[config.mk]
export PLATFORM = sky130hd
export DESIGN_NAME = isc_top
export DESIGN_NICKNAME = d
export VERILOG_FILES = /design/src/rtl/isc_pkg.sv /design/src/rtl/isc_src_slot.sv /design/src/rtl/isc_offer_arb.sv /design/src/rtl/isc_resend_scan.sv /design/src/rtl/isc_top.sv
export SDC_FILE = /design/constraint.sdc
export NUM_CORES = 1
export LEC_CHECK = 0
export BUFFER_PORTS_ARGS = -buffer_cell sky130_fd_sc_hd__buf_4
export CAP_MARGIN = 0
export CORE_UTILIZATION = 58
export DETAILED_ROUTE_END_ITERATION = 10
export PLACE_DENSITY = 0.77
export SKIP_LAST_GASP = 1
export SYNTH_ARGS = -nofsm -noshare
export SYNTH_HDL_FRONTEND = slang
export SYNTH_SLANG_ARGS = --single-unit
[constraint.sdc]
create_clock -name clk_i -period 8.3 [get_ports clk_i]
set_input_delay 2.075 -clock clk_i [delete_from_list [all_inputs] [get_ports clk_i]]
set_output_delay 2.075 -clock clk_i [all_outputs]
set_load 0.005 [all_outputs]
[src/rtl/isc_pkg.sv]
package isc_pkg;
  typedef logic [7:0] prio_t;
  localparam prio_t PRIO_MASKED = 8'hFF;

  typedef struct packed {
    logic asserted;
    logic sent;
    logic rejected;
    logic mpend;
  } src_flags_t;
endpackage

[src/rtl/isc_src_slot.sv]
module isc_src_slot
  import isc_pkg::*;
#(
  parameter int unsigned SRV_W    = 8,
  parameter bit          IS_LEVEL = 1'b0
) (
  input  logic             clk_i,
  input  logic             rst_ni,
  input  logic             line_i,
  input  logic             cfg_we_i,
  input  logic [SRV_W-1:0] cfg_server_i,
  input  prio_t            cfg_prio_i,
  input  prio_t            cfg_saved_i,
  input  logic             rej_i,
  input  logic             eoi_i,
  input  logic             visit_i,
  input  logic             take_i,
  output logic             offer_o,
  output logic [SRV_W-1:0] server_o,
  output prio_t            prio_o
);
  src_flags_t       f_q, f_d;
  prio_t            prio_q, prio_d, saved_q, saved_d;
  logic [SRV_W-1:0] srv_q, srv_d;
  logic             off_q, off_d, line_q;

  always_comb begin
    f_d     = f_q;
    prio_d  = prio_q;
    saved_d = saved_q;
    srv_d   = srv_q;
    off_d   = off_q & ~take_i;
    if (rej_i) begin
      if (IS_LEVEL) f_d.sent = 1'b0;
      else          f_d.rejected = 1'b1;
    end
    if (eoi_i && IS_LEVEL) f_d.sent = 1'b0;
    // input event sees the priority held before any same-cycle write
    if (IS_LEVEL) begin
      if (line_i != line_q) f_d.asserted = line_i;
    end else if (line_i && !line_q) begin
      if (prio_q == PRIO_MASKED) f_d.mpend = 1'b1;
      else                       off_d = 1'b1;
    end
    if (cfg_we_i) begin
      srv_d   = cfg_server_i;
      prio_d  = cfg_prio_i;
      saved_d = cfg_saved_i;
      if (cfg_prio_i == PRIO_MASKED) off_d = 1'b0;
      else if (!IS_LEVEL && f_d.mpend) begin
        f_d.mpend = 1'b0;
        off_d     = 1'b1;
      end
    end
    if (visit_i && !IS_LEVEL && f_d.rejected) begin
      f_d.rejected = 1'b0;
      if (prio_d != PRIO_MASKED) off_d = 1'b1;
    end
    // level rule, once, after all updates of this cycle
    if (IS_LEVEL && ((line_i != line_q) || cfg_we_i || visit_i) &&
        prio_d != PRIO_MASKED && f_d.asserted && !f_d.sent) begin
      f_d.sent = 1'b1;
      off_d    = 1'b1;
    end
  end

  always_ff @(posedge clk_i or negedge rst_ni) begin
    if (!rst_ni) begin
      f_q     <= '0;
      prio_q  <= PRIO_MASKED;
      saved_q <= PRIO_MASKED;
      srv_q   <= '0;
      off_q   <= 1'b0;
      line_q  <= 1'b0;
    end else begin
      f_q     <= f_d;
      prio_q  <= prio_d;
      saved_q <= saved_d;
      srv_q   <= srv_d;
      off_q   <= off_d;
      line_q  <= line_i;
    end
  end

  assign offer_o  = off_q;
  assign server_o = srv_q;
  assign prio_o   = prio_q;

  p_pend_masked_r3: assert property (@(posedge clk_i) disable iff (!rst_ni)
    f_q.mpend |-> prio_q == PRIO_MASKED);
endmodule

[src/rtl/isc_offer_arb.sv]
module isc_offer_arb #(
  parameter int unsigned N = 16,
  localparam int unsigned IDX_W = (N > 1) ? $clog2(N) : 1
) (
  input  logic [N-1:0]     req_i,
  output logic             valid_o,
  output logic [IDX_W-1:0] idx_o
);
  always_comb begin
    idx_o = '0;
    for (int i = N - 1; i >= 0; i--) begin
      if (req_i[i]) idx_o = IDX_W'(i);
    end
  end
  assign valid_o = |req_i;
endmodule

[src/rtl/isc_resend_scan.sv]
module isc_resend_scan #(
  parameter int unsigned N = 16,
  localparam int unsigned IDX_W = (N > 1) ? $clog2(N) : 1
) (
  input  logic             clk_i,
  input  logic             rst_ni,
  input  logic             resend_i,
  output logic             active_o,
  output logic [IDX_W-1:0] idx_o
);
  localparam logic [IDX_W-1:0] LAST = IDX_W'(N - 1);
  logic             active_q, again_q;
  logic [IDX_W-1:0] idx_q;

  always_ff @(posedge clk_i or negedge rst_ni) begin
    if (!rst_ni) begin
      active_q <= 1'b0;
      again_q  <= 1'b0;
      idx_q    <= '0;
    end else if (active_q) begin
      if (idx_q == LAST) begin
        idx_q <= '0;
        if (again_q || resend_i) again_q  <= 1'b0;
        else                     active_q <= 1'b0;
      end else begin
        idx_q <= idx_q + 1'b1;
        if (resend_i) again_q <= 1'b1;
      end
    end else if (resend_i) begin
      active_q <= 1'b1;
      idx_q    <= '0;
    end
  end

  assign active_o = active_q;
  assign idx_o    = idx_q;

  p_scan_start_r10: assert property (@(posedge clk_i) disable iff (!rst_ni)
    !active_q && resend_i |=> active_q && idx_q == '0);
  p_scan_end_r10: assert property (@(posedge clk_i) disable iff (!rst_ni)
    active_q && idx_q == LAST && !again_q && !resend_i |=> !active_q);
endmodule

[src/rtl/isc_top.sv]
module isc_top
  import isc_pkg::*;
#(
  parameter int unsigned NUM_SRC = 16,
  parameter int unsigned BASE    = 4096,
  parameter int unsigned NUM_W   = 16,
  parameter int unsigned SRV_W   = 8,
  parameter logic [NUM_SRC-1:0] SRC_IS_LEVEL = 16'h00F0,
  localparam int unsigned IDX_W = (NUM_SRC > 1) ? $clog2(NUM_SRC) : 1
) (
  input  logic               clk_i,
  input  logic               rst_ni,
  input  logic [NUM_SRC-1:0] src_i,
  input  logic               cfg_we_i,
  input  logic [IDX_W-1:0]   cfg_idx_i,
  input  logic [SRV_W-1:0]   cfg_server_i,
  input  logic [7:0]         cfg_prio_i,
  input  logic [7:0]         cfg_saved_prio_i,
  output logic               offer_valid_o,
  input  logic               offer_ready_i,
  output logic [NUM_W-1:0]   offer_num_o,
  output logic [SRV_W-1:0]   offer_server_o,
  output logic [7:0]         offer_prio_o,
  input  logic               rej_valid_i,
  input  logic [NUM_W-1:0]   rej_num_i,
  input  logic               eoi_valid_i,
  input  logic [NUM_W-1:0]   eoi_num_i,
  input  logic               resend_i
);
  localparam logic [NUM_W-1:0] BASE_N = NUM_W'(BASE);
  localparam logic [NUM_W-1:0] LIM_N  = NUM_W'(BASE + NUM_SRC);

  logic [NUM_W-1:0] rej_off, eoi_off;
  logic             rej_in, eoi_in, scan_act;
  logic [IDX_W-1:0] scan_idx, gnt_idx;
  logic [NUM_SRC-1:0] offer_v;
  logic [SRV_W-1:0] srv_v  [NUM_SRC];
  prio_t            prio_v [NUM_SRC];

  // global number -> local index, out-of-range requests dropped
  assign rej_off = rej_num_i - BASE_N;
  assign eoi_off = eoi_num_i - BASE_N;
  assign rej_in  = rej_valid_i && rej_num_i >= BASE_N && rej_num_i < LIM_N;
  assign eoi_in  = eoi_valid_i && eoi_num_i >= BASE_N && eoi_num_i < LIM_N;

  isc_resend_scan #(.N(NUM_SRC)) u_scan (
    .clk_i, .rst_ni, .resend_i, .active_o(scan_act), .idx_o(scan_idx)
  );

  isc_offer_arb #(.N(NUM_SRC)) u_arb (
    .req_i(offer_v), .valid_o(offer_valid_o), .idx_o(gnt_idx)
  );

  for (genvar i = 0; i < NUM_SRC; i++) begin : g_src
    localparam logic [IDX_W-1:0] ME = IDX_W'(i);
    isc_src_slot #(.SRV_W(SRV_W), .IS_LEVEL(SRC_IS_LEVEL[i])) u_slot (
      .clk_i,
      .rst_ni,
      .line_i       (src_i[i]),
      .cfg_we_i     (cfg_we_i && cfg_idx_i == ME),
      .cfg_server_i,
      .cfg_prio_i,
      .cfg_saved_i  (cfg_saved_prio_i),
      .rej_i        (rej_in && rej_off[IDX_W-1:0] == ME),
      .eoi_i        (eoi_in && eoi_off[IDX_W-1:0] == ME),
      .visit_i      (scan_act && scan_idx == ME),
      .take_i       (offer_valid_o && offer_ready_i && gnt_idx == ME),
      .offer_o      (offer_v[i]),
      .server_o     (srv_v[i]),
      .prio_o       (prio_v[i])
    );
  end

  assign offer_num_o    = BASE_N + NUM_W'(gnt_idx);
  assign offer_server_o = srv_v[gnt_idx];
  assign offer_prio_o   = prio_v[gnt_idx];

  p_hold_offer_r9: assert property (@(posedge clk_i) disable iff (!rst_ni)
    offer_valid_o && !offer_ready_i && !cfg_we_i |=> offer_valid_o);
  p_unmasked_offer_r9: assert property (@(posedge clk_i) disable iff (!rst_ni)
    offer_valid_o |-> offer_prio_o != PRIO_MASKED);
endmodule

**Word-level counts from Yosys, hierarchy flattened**

Index checks and enable logic that the tools add are counted.

- Muxes and demuxes: 232
- Magnitude comparators: 5
- Add/sub/neg operators: 4
- Equality and inequality tests: 98
- Reductions and logical operators: 142
- Bitwise gates (word level): 33

Operators with widths:

| kind | count |
|---|---|
| two-way mux 1 bit | 187 |
| two-way mux 8 bit | 20 |
| == test 4 bit (second input constant) | 32 |
| != test 8 bit (second input constant) | 16 |
| logical AND 1 bit | 109 |
| == test 8 bit (second input constant) | 13 |
| == test 4 x 3 -> 1 bit (second input constant) | 20 |
| two-way mux 4 bit | 19 |
| binary-select mux 8 bit (select 4 bit) | 2 |
| == test 4 x 2 -> 1 bit (second input constant) | 8 |
| greater-or-equal comparator 16 x 13 -> 1 bit (second input constant) | 2 |
| < comparator 16 x 13 -> 1 bit (second input constant) | 2 |
| bitwise AND 1 bit | 16 |
| == test 4 x 1 -> 1 bit (second input constant) | 4 |
| zero test 1 bit | 16 |
| zero test 4 bit | 4 |
| NOT 1 bit | 16 |
| OR reduction 16 bit | 1 |
| adder 13 x 4 -> 14 bit (first input constant) | 1 |
| logical OR 1 bit | 9 |
| two-way mux 2 bit | 4 |
| subtractor 4 x 1 -> 4 bit (second input constant) | 2 |
| greater-or-equal comparator 5 bit (second input constant) | 1 |
| NOT 4 -> 5 bit | 1 |
| other kinds (5) | 9 |

- Output and inout bits: 33
- Input port bits: 83
- Logic and storage cells: 613
- Flip-flop bits (word level): 326

**Depth between registers and ports, before layout**

- Depth after elaboration: 27
- Mapped depth: 10
- Depth with buffers taken out: 9

**By module**

Synthesis repeated with hierarchy kept, for this count alone.

- Cells, all modules: 1269
- Area, all modules: 16266.9 um^2

Modules (own cells, without submodules):

| module | sequential area each (um^2) | area an instance (um^2) | cells each | instances |
|---|---|---|---|---|
| isc_src_slot (g_src[0].u_slot ...) | 510.5 | 803.3 | 56 | 12 |
| isc_src_slot (g_src[4].u_slot ...) | 510.5 | 859.6 | 63 | 4 |
| isc_top | 0.0 | 2713.9 | 283 | 1 |
| isc_resend_scan | 150.1 | 299.0 | 28 | 1 |
| isc_offer_arb | 0.0 | 176.4 | 34 | 1 |

**Worst setup path after synthesis**

OpenSTA, ideal clock, no wires.

- Path type: register to output
- From: register g_src[14].u_slot.off_q
- To: output port offer_server_o[6]
- Required time: 6.225 ns
- Arrival time: 2.570 ns
- Buffers on the path: 1
- Cell stages (with the launch flop): 10
- Slack: 3.655 ns
- Path through: dfrtp_1 nand2b_1 a221oi_2 nor2_1 o41ai_4 buf_2 mux2_2 a221oi_2 o22ai_1 or3_1

- Word-level cells in the longest chain between the ends: 19

Ends and longest elaborated chain:

| what | line | RTL |
|---|---|---|
| from (decl) | isc_src_slot.sv:25 | `logic off_q, off_d, line_q;` |
| from (signal assigned) | isc_src_slot.sv:73 | `off_q <= 1'b0;` |
| from (signal assigned) | isc_src_slot.sv:80 | `off_q <= off_d;` |
| two-way mux 4 bit (15 in series) | isc_offer_arb.sv:12 | `if (req_i[i]) idx_o = IDX_W'(i);` |
| NOT 4 -> 5 bit (not written as such) | isc_top.sv:75 | `assign offer_server_o = srv_v[gnt_idx];` |
| binary-select mux 8 bit (select 4 bit) | isc_top.sv:75 |  |
| two-way mux 8 bit (not written as such) (2 in series) | isc_top.sv:75 |  |
| to (decl) | isc_top.sv:22 | `output logic [SRV_W-1:0] offer_server_o,` |

Every way passes these cells. The select of a mux whose other input is x is not followed.

**Worst setup path in the final report**

- From: register g_src[14].u_slot.off_q
- To: output port offer_prio_o[6]

- Word-level cells in the longest chain between the ends: 19

Ends and longest elaborated chain:

| what | line | RTL |
|---|---|---|
| two-way mux 4 bit (15 in series) | isc_offer_arb.sv:12 |  |
| NOT 4 -> 5 bit (not written as such) | isc_top.sv:76 | `assign offer_prio_o = prio_v[gnt_idx];` |
| binary-select mux 8 bit (select 4 bit) | isc_top.sv:76 |  |
| two-way mux 8 bit (not written as such) (2 in series) | isc_top.sv:76 |  |
| to (decl) | isc_top.sv:23 | `output logic [7:0] offer_prio_o,` |

Every way passes these cells. The select of a mux whose other input is x is not followed.

==> impl_metrics.prom <==
# TYPE chip_impl_metric gauge
chip_impl_metric{name="synthMuxAreaShare",unit=""} 0.161
chip_impl_metric{name="yosysWarningCount",unit=""} 0
chip_impl_metric{name="timing.max_slew.rel_slack",unit=""} 0.135
chip_impl_metric{name="final.period_utilization",unit=""} 0.741
chip_impl_info{name="dominant_combinational_cell_family_by_area_after_synthesis",value="simple AND/OR/NAND/NOR gates"} 1
chip_impl_metric{name="synth_edf_count",unit=""} 0
chip_impl_metric{name="final_util",unit=""} 0.675
chip_impl_metric{name="fin_tns_setup",unit="ps"} 0
chip_impl_info{name="worst_reg2reg_path_startpoint",value="g_src[14].u_slot.offer_o"} 1
chip_impl_metric{name="whs_path_depth",unit=""} 2
chip_impl_metric{name="cp_data_arrival_time",unit="ps"} 4070
chip_impl_metric{name="die_x",unit="microns"} 169
chip_impl_metric{name="setup-violations-final",unit=""} 0
chip_impl_info{name="synth.cells.most_frequent",value="nand2_1 (427), dfrtp_1 (198), mux2_2 (180), dfstp_2 (128), clkbuf_1 (72)"} 1
chip_impl_info{name="ys_dominant_reg_cell",value="dfrtp_1"} 1
chip_impl_metric{name="drc",unit=""} 0
chip_impl_info{name="element_type_at_the_critical_path_start",value="flip-flop"} 1
chip_impl_metric{name="vias_per_cell",unit=""} 6.22
chip_impl_metric{name="synth_fa_ha_area_frac",unit=""} 0.00311
chip_impl_info{name="cts.root.buffer_cell",value="clkbuf_16"} 1
chip_impl_metric{name="worstMarginPinSlew",unit="ps"} 1290
chip_impl_metric{name="placed_cells_incl_taps",unit=""} 1978
chip_impl_metric{name="setup_slack",unit="ps"} 2150
chip_impl_info{name="global_route.peak_usage_layer",value="met2"} 1
chip_impl_metric{name="cts-buffers-inserted",unit=""} 36
chip_impl_metric{name="drv.max_cap_violation_count",unit=""} 0
chip_impl_metric{name="worst_skew_pair.late_latency",unit="ps"} 520
chip_impl_metric{name="pre_cts_slack",unit="ps"} 2820
chip_impl_metric{name="holdWs",unit="ps"} 468
chip_impl_metric{name="globalRouteMet1Util",unit=""} 0.431
chip_impl_metric{name="max-vdd-ir-drop",unit="mV"} 0.223
chip_impl_metric{name="initial_utilization",unit=""} 0.594
chip_impl_metric{name="min_period",unit="ps"} 6150
chip_impl_metric{name="met3_resource_use_gr",unit=""} 0.0671
chip_impl_info{name="run_status",value="completed"} 1
chip_impl_metric{name="cts_sinks",unit=""} 326
chip_impl_metric{name="grt_antenna_before_repair",unit=""} 1
chip_impl_metric{name="fin_skew",unit="ps"} 17.5
chip_impl_metric{name="die_h",unit="microns"} 169
chip_impl_info{name="yosys-top-cells-area",value="dfrtp_1 (31%), dfstp_2 (21%), mux2_2 (13%)"} 1
chip_impl_metric{name="pin_count_of_the_biggest_net_entering_global_routing",unit=""} 188
chip_impl_metric{name="cts_setup_buffers",unit=""} 0
chip_impl_metric{name="dp_hpwl",unit="mm"} 28.3
chip_impl_metric{name="number_of_global_route_vias_before_repair",unit=""} 12600
chip_impl_metric{name="route.vias.total",unit=""} 12700
chip_impl_info{name="holdCritStartpoint",value="g_src[2].u_slot.prio_o[3]"} 1
chip_impl_metric{name="fraction_of_the_mapped_netlist_area_in_compound_gates",unit=""} 0.108
chip_impl_metric{name="num_io_pins",unit=""} 116
chip_impl_metric{name="detail_route.wl_per_cell",unit="microns"} 21.6
chip_impl_metric{name="place_congestion",unit=""} 0.925
chip_impl_metric{name="row_count",unit=""} 60
chip_impl_metric{name="drt-pass1-iter-count",unit=""} 5
chip_impl_info{name="critical_path_class",value="reg2out"} 1
chip_impl_metric{name="post_synth_instance_area",unit="sq um"} 16100
chip_impl_metric{name="placeableCoreArea",unit="sq um"} 27100
chip_impl_metric{name="clkTransAtPathRegs",unit="ps"} 60
chip_impl_metric{name="cts_hold_buffers",unit=""} 0
chip_impl_info{name="worstHoldEndpoint",value="g_src[2].u_slot.prio_o[3]"} 1
chip_impl_metric{name="finalNetCount",unit=""} 1731
chip_impl_metric{name="syn-instance-count",unit=""} 1587
chip_impl_metric{name="postSynthAreaPerCell",unit="sq um"} 10.1
chip_impl_metric{name="htreeDepth",unit=""} 2
chip_impl_metric{name="timing.reg2reg.worst_path_depth",unit=""} 9
chip_impl_metric{name="maximum_count_of_clock_buffers_along_a_single_path",unit=""} 3
chip_impl_metric{name="pins_over_slew_limit",unit=""} 0
chip_impl_metric{name="multiInputGateArea",unit="sq um"} 7340
chip_impl_info{name="min_path_type",value="reg2reg"} 1
chip_impl_info{name="yosys.cell_count.top_type",value="nand2_1"} 1
chip_impl_info{name="reg2reg_to",value="g_src[9].u_slot.offer_o"} 1
chip_impl_metric{name="antenna_cells",unit=""} 0
chip_impl_metric{name="post-synth-top-area-fraction",unit=""} 0.308
chip_impl_metric{name="total_routed_length",unit="mm"} 44.2
chip_impl_metric{name="first_pass_grt_wire_length",unit="mm"} 69.4
chip_impl_metric{name="async_reset_ff_frac",unit=""} 1.00
chip_impl_metric{name="global_route.overflow_total",unit=""} 0
chip_impl_metric{name="synth-xor-area-share",unit=""} 0.00163
chip_impl_metric{name="area_growth",unit="%"} 13.5
chip_impl_metric{name="final_cells",unit=""} 2041
chip_impl_info{name="setup_repair_after_global_routing_missed_its_margin",value="false"} 1
chip_impl_metric{name="area.sequential",unit="sq um"} 8320
chip_impl_info{name="end_kind",value="primary output"} 1
chip_impl_metric{name="synthSimpleGateAreaFrac",unit=""} 0.176
chip_impl_metric{name="final_layout_size_suffix_gt1_frac",unit=""} 0.313
chip_impl_metric{name="cts_resized",unit=""} 0
chip_impl_metric{name="port_buffers",unit=""} 95
chip_impl_metric{name="setup.reg_to_reg.worst_slack",unit="ps"} 5410
chip_impl_metric{name="p_leak",unit="nW"} 8.00
chip_impl_metric{name="critPathRequiredTime",unit="ps"} 6230
chip_impl_info{name="clock_tree_from_tritoncts",value="done"} 1
chip_impl_info{name="synthDominantAreaCellType",value="dfrtp_1"} 1
chip_impl_metric{name="drt_first_iter_violations",unit=""} 1415
chip_impl_metric{name="clock.fmax",unit="MHz"} 163
chip_impl_metric{name="timing.final.hold_violations",unit=""} 0
chip_impl_metric{name="grtUsageMet2",unit=""} 0.494
chip_impl_metric{name="p_per_area",unit="nW/um^2"} 262
chip_impl_metric{name="grt_util_all_layers",unit=""} 0.316
chip_impl_metric{name="filler_cell_count",unit=""} 2031
chip_impl_metric{name="timing.critical_path.fanout_max",unit=""} 51
chip_impl_metric{name="die_area",unit="sq um"} 28400
chip_impl_metric{name="yosysUniqueCellTypes",unit=""} 58
chip_impl_metric{name="drtAntennaViolNets",unit=""} 0
chip_impl_metric{name="postSynthRegisterBits",unit=""} 326
chip_impl_metric{name="ys_seq_area_frac",unit=""} 0.516
==> layout by cell type, fill, tap and decap left out, drive strengths merged, types with 5 or more instances in the layout <==
cell,n
a21oi,78
a221oi,17
a22oi,35
a31oi,9
and3,15
buf,118
bufinv,5
clkbuf,49
clkinv,5
conb,12
dfrtp,198
dfstp,128
inv,13
mux2,180
mux2i,56
nand2,427
nand2b,18
nand3,19
nand4,29
nor2,62
nor2b,22
nor3,14
nor4,8
o211ai,5
o21ai,28
o22ai,38
or3,22
==> per-stage QoR <==
step	instance area, sq um	total power, mW
detailed placement	17100	3.16
floorplan	16100	2.83
global route	18300	5.00
CTS	18300	4.80
global placement	17100	3.11
finish	18300	4.80
==> where the power goes <==
group	switching, mW	leakage (nW)	internal [mW]
combinational	0.499	3.67	0.436
clock	0.638	0.577	1.00
sequential	0.223	3.76	2.00
total	1.36	8.00	3.44
==> cells by family (layout without fill, tap and decap cells) <==
| logic type | after synthesis | count (layout) |
|---|---|---|
| adder cells (fa/ha/maj) | 4 | 4 |
| AO/OA/AOI/OAI | 245 | 245 |
| multiplexers | 236 | 236 |
| AND/OR/NAND/NOR | 649 | 649 |
| buffers and inverters | 122 | 194 |
| XOR/XNOR | 3 | 3 |
| flip-flops | 326 | 326 |
| other | 2 | 12 |
==> critical path, stage by stage (launching register included) <==
cell and delay, ps:
dfrtp_1 400, nand2b_1 160, a221oi_2 280, nor2_1 110
o41ai_4 200, buf_4 640, mux2_2 410, a221oi_1 500
o22ai_1 230, or3_1 430, buf_4 150
==> worst max-delay path by stage <==
stage                        startpoint                end  slack [ps]  cells after the start
2_1_floorplan  g_src[14].u_slot.offer_o  offer_server_o[6]        3660                      9
3_3_place_gp   g_src[14].u_slot.offer_o    offer_prio_o[6]        2860                     10
3_5_place_dp   g_src[14].u_slot.offer_o    offer_prio_o[6]        2820                     10
4_1_cts        g_src[14].u_slot.offer_o    offer_prio_o[6]        2270                     10
5_1_grt        g_src[14].u_slot.offer_o    offer_prio_o[6]        1990                     10
6_report       g_src[14].u_slot.offer_o    offer_prio_o[6]        2150                     10
==> state kept, by name, summed over array words and instances, names as in the netlist <==
register	cells
g_src.u_slot.f_q	32
g_src.u_slot.line_q	16
g_src.u_slot.offer_o	16
g_src.u_slot.prio_o	128
g_src.u_slot.server_o	128
u_scan.active_o	1
u_scan.again_q	1
u_scan.idx_o	4
==> metal layers <==
layer | routed length, microns | part of all wire
met1 | 18000 | 0.41
met2 | 20300 | 0.46
met3 | 3980 | 0.090
met4 | 1790 | 0.040
met5 | 13 | 0.00029
==> area by class of cell <==
type | count | share of cell area
sequential | 326 | 0.455
tap | 372 | 0.0255
multi-input combinational | 1149 | 0.401
clock buffer | 49 | 0.0547
inverter | 13 | 0.00267
clock inverter | 14 | 0.0112
timing repair buffer | 118 | 0.0495
No activity file was read; power rests on OpenSTA's default activity.
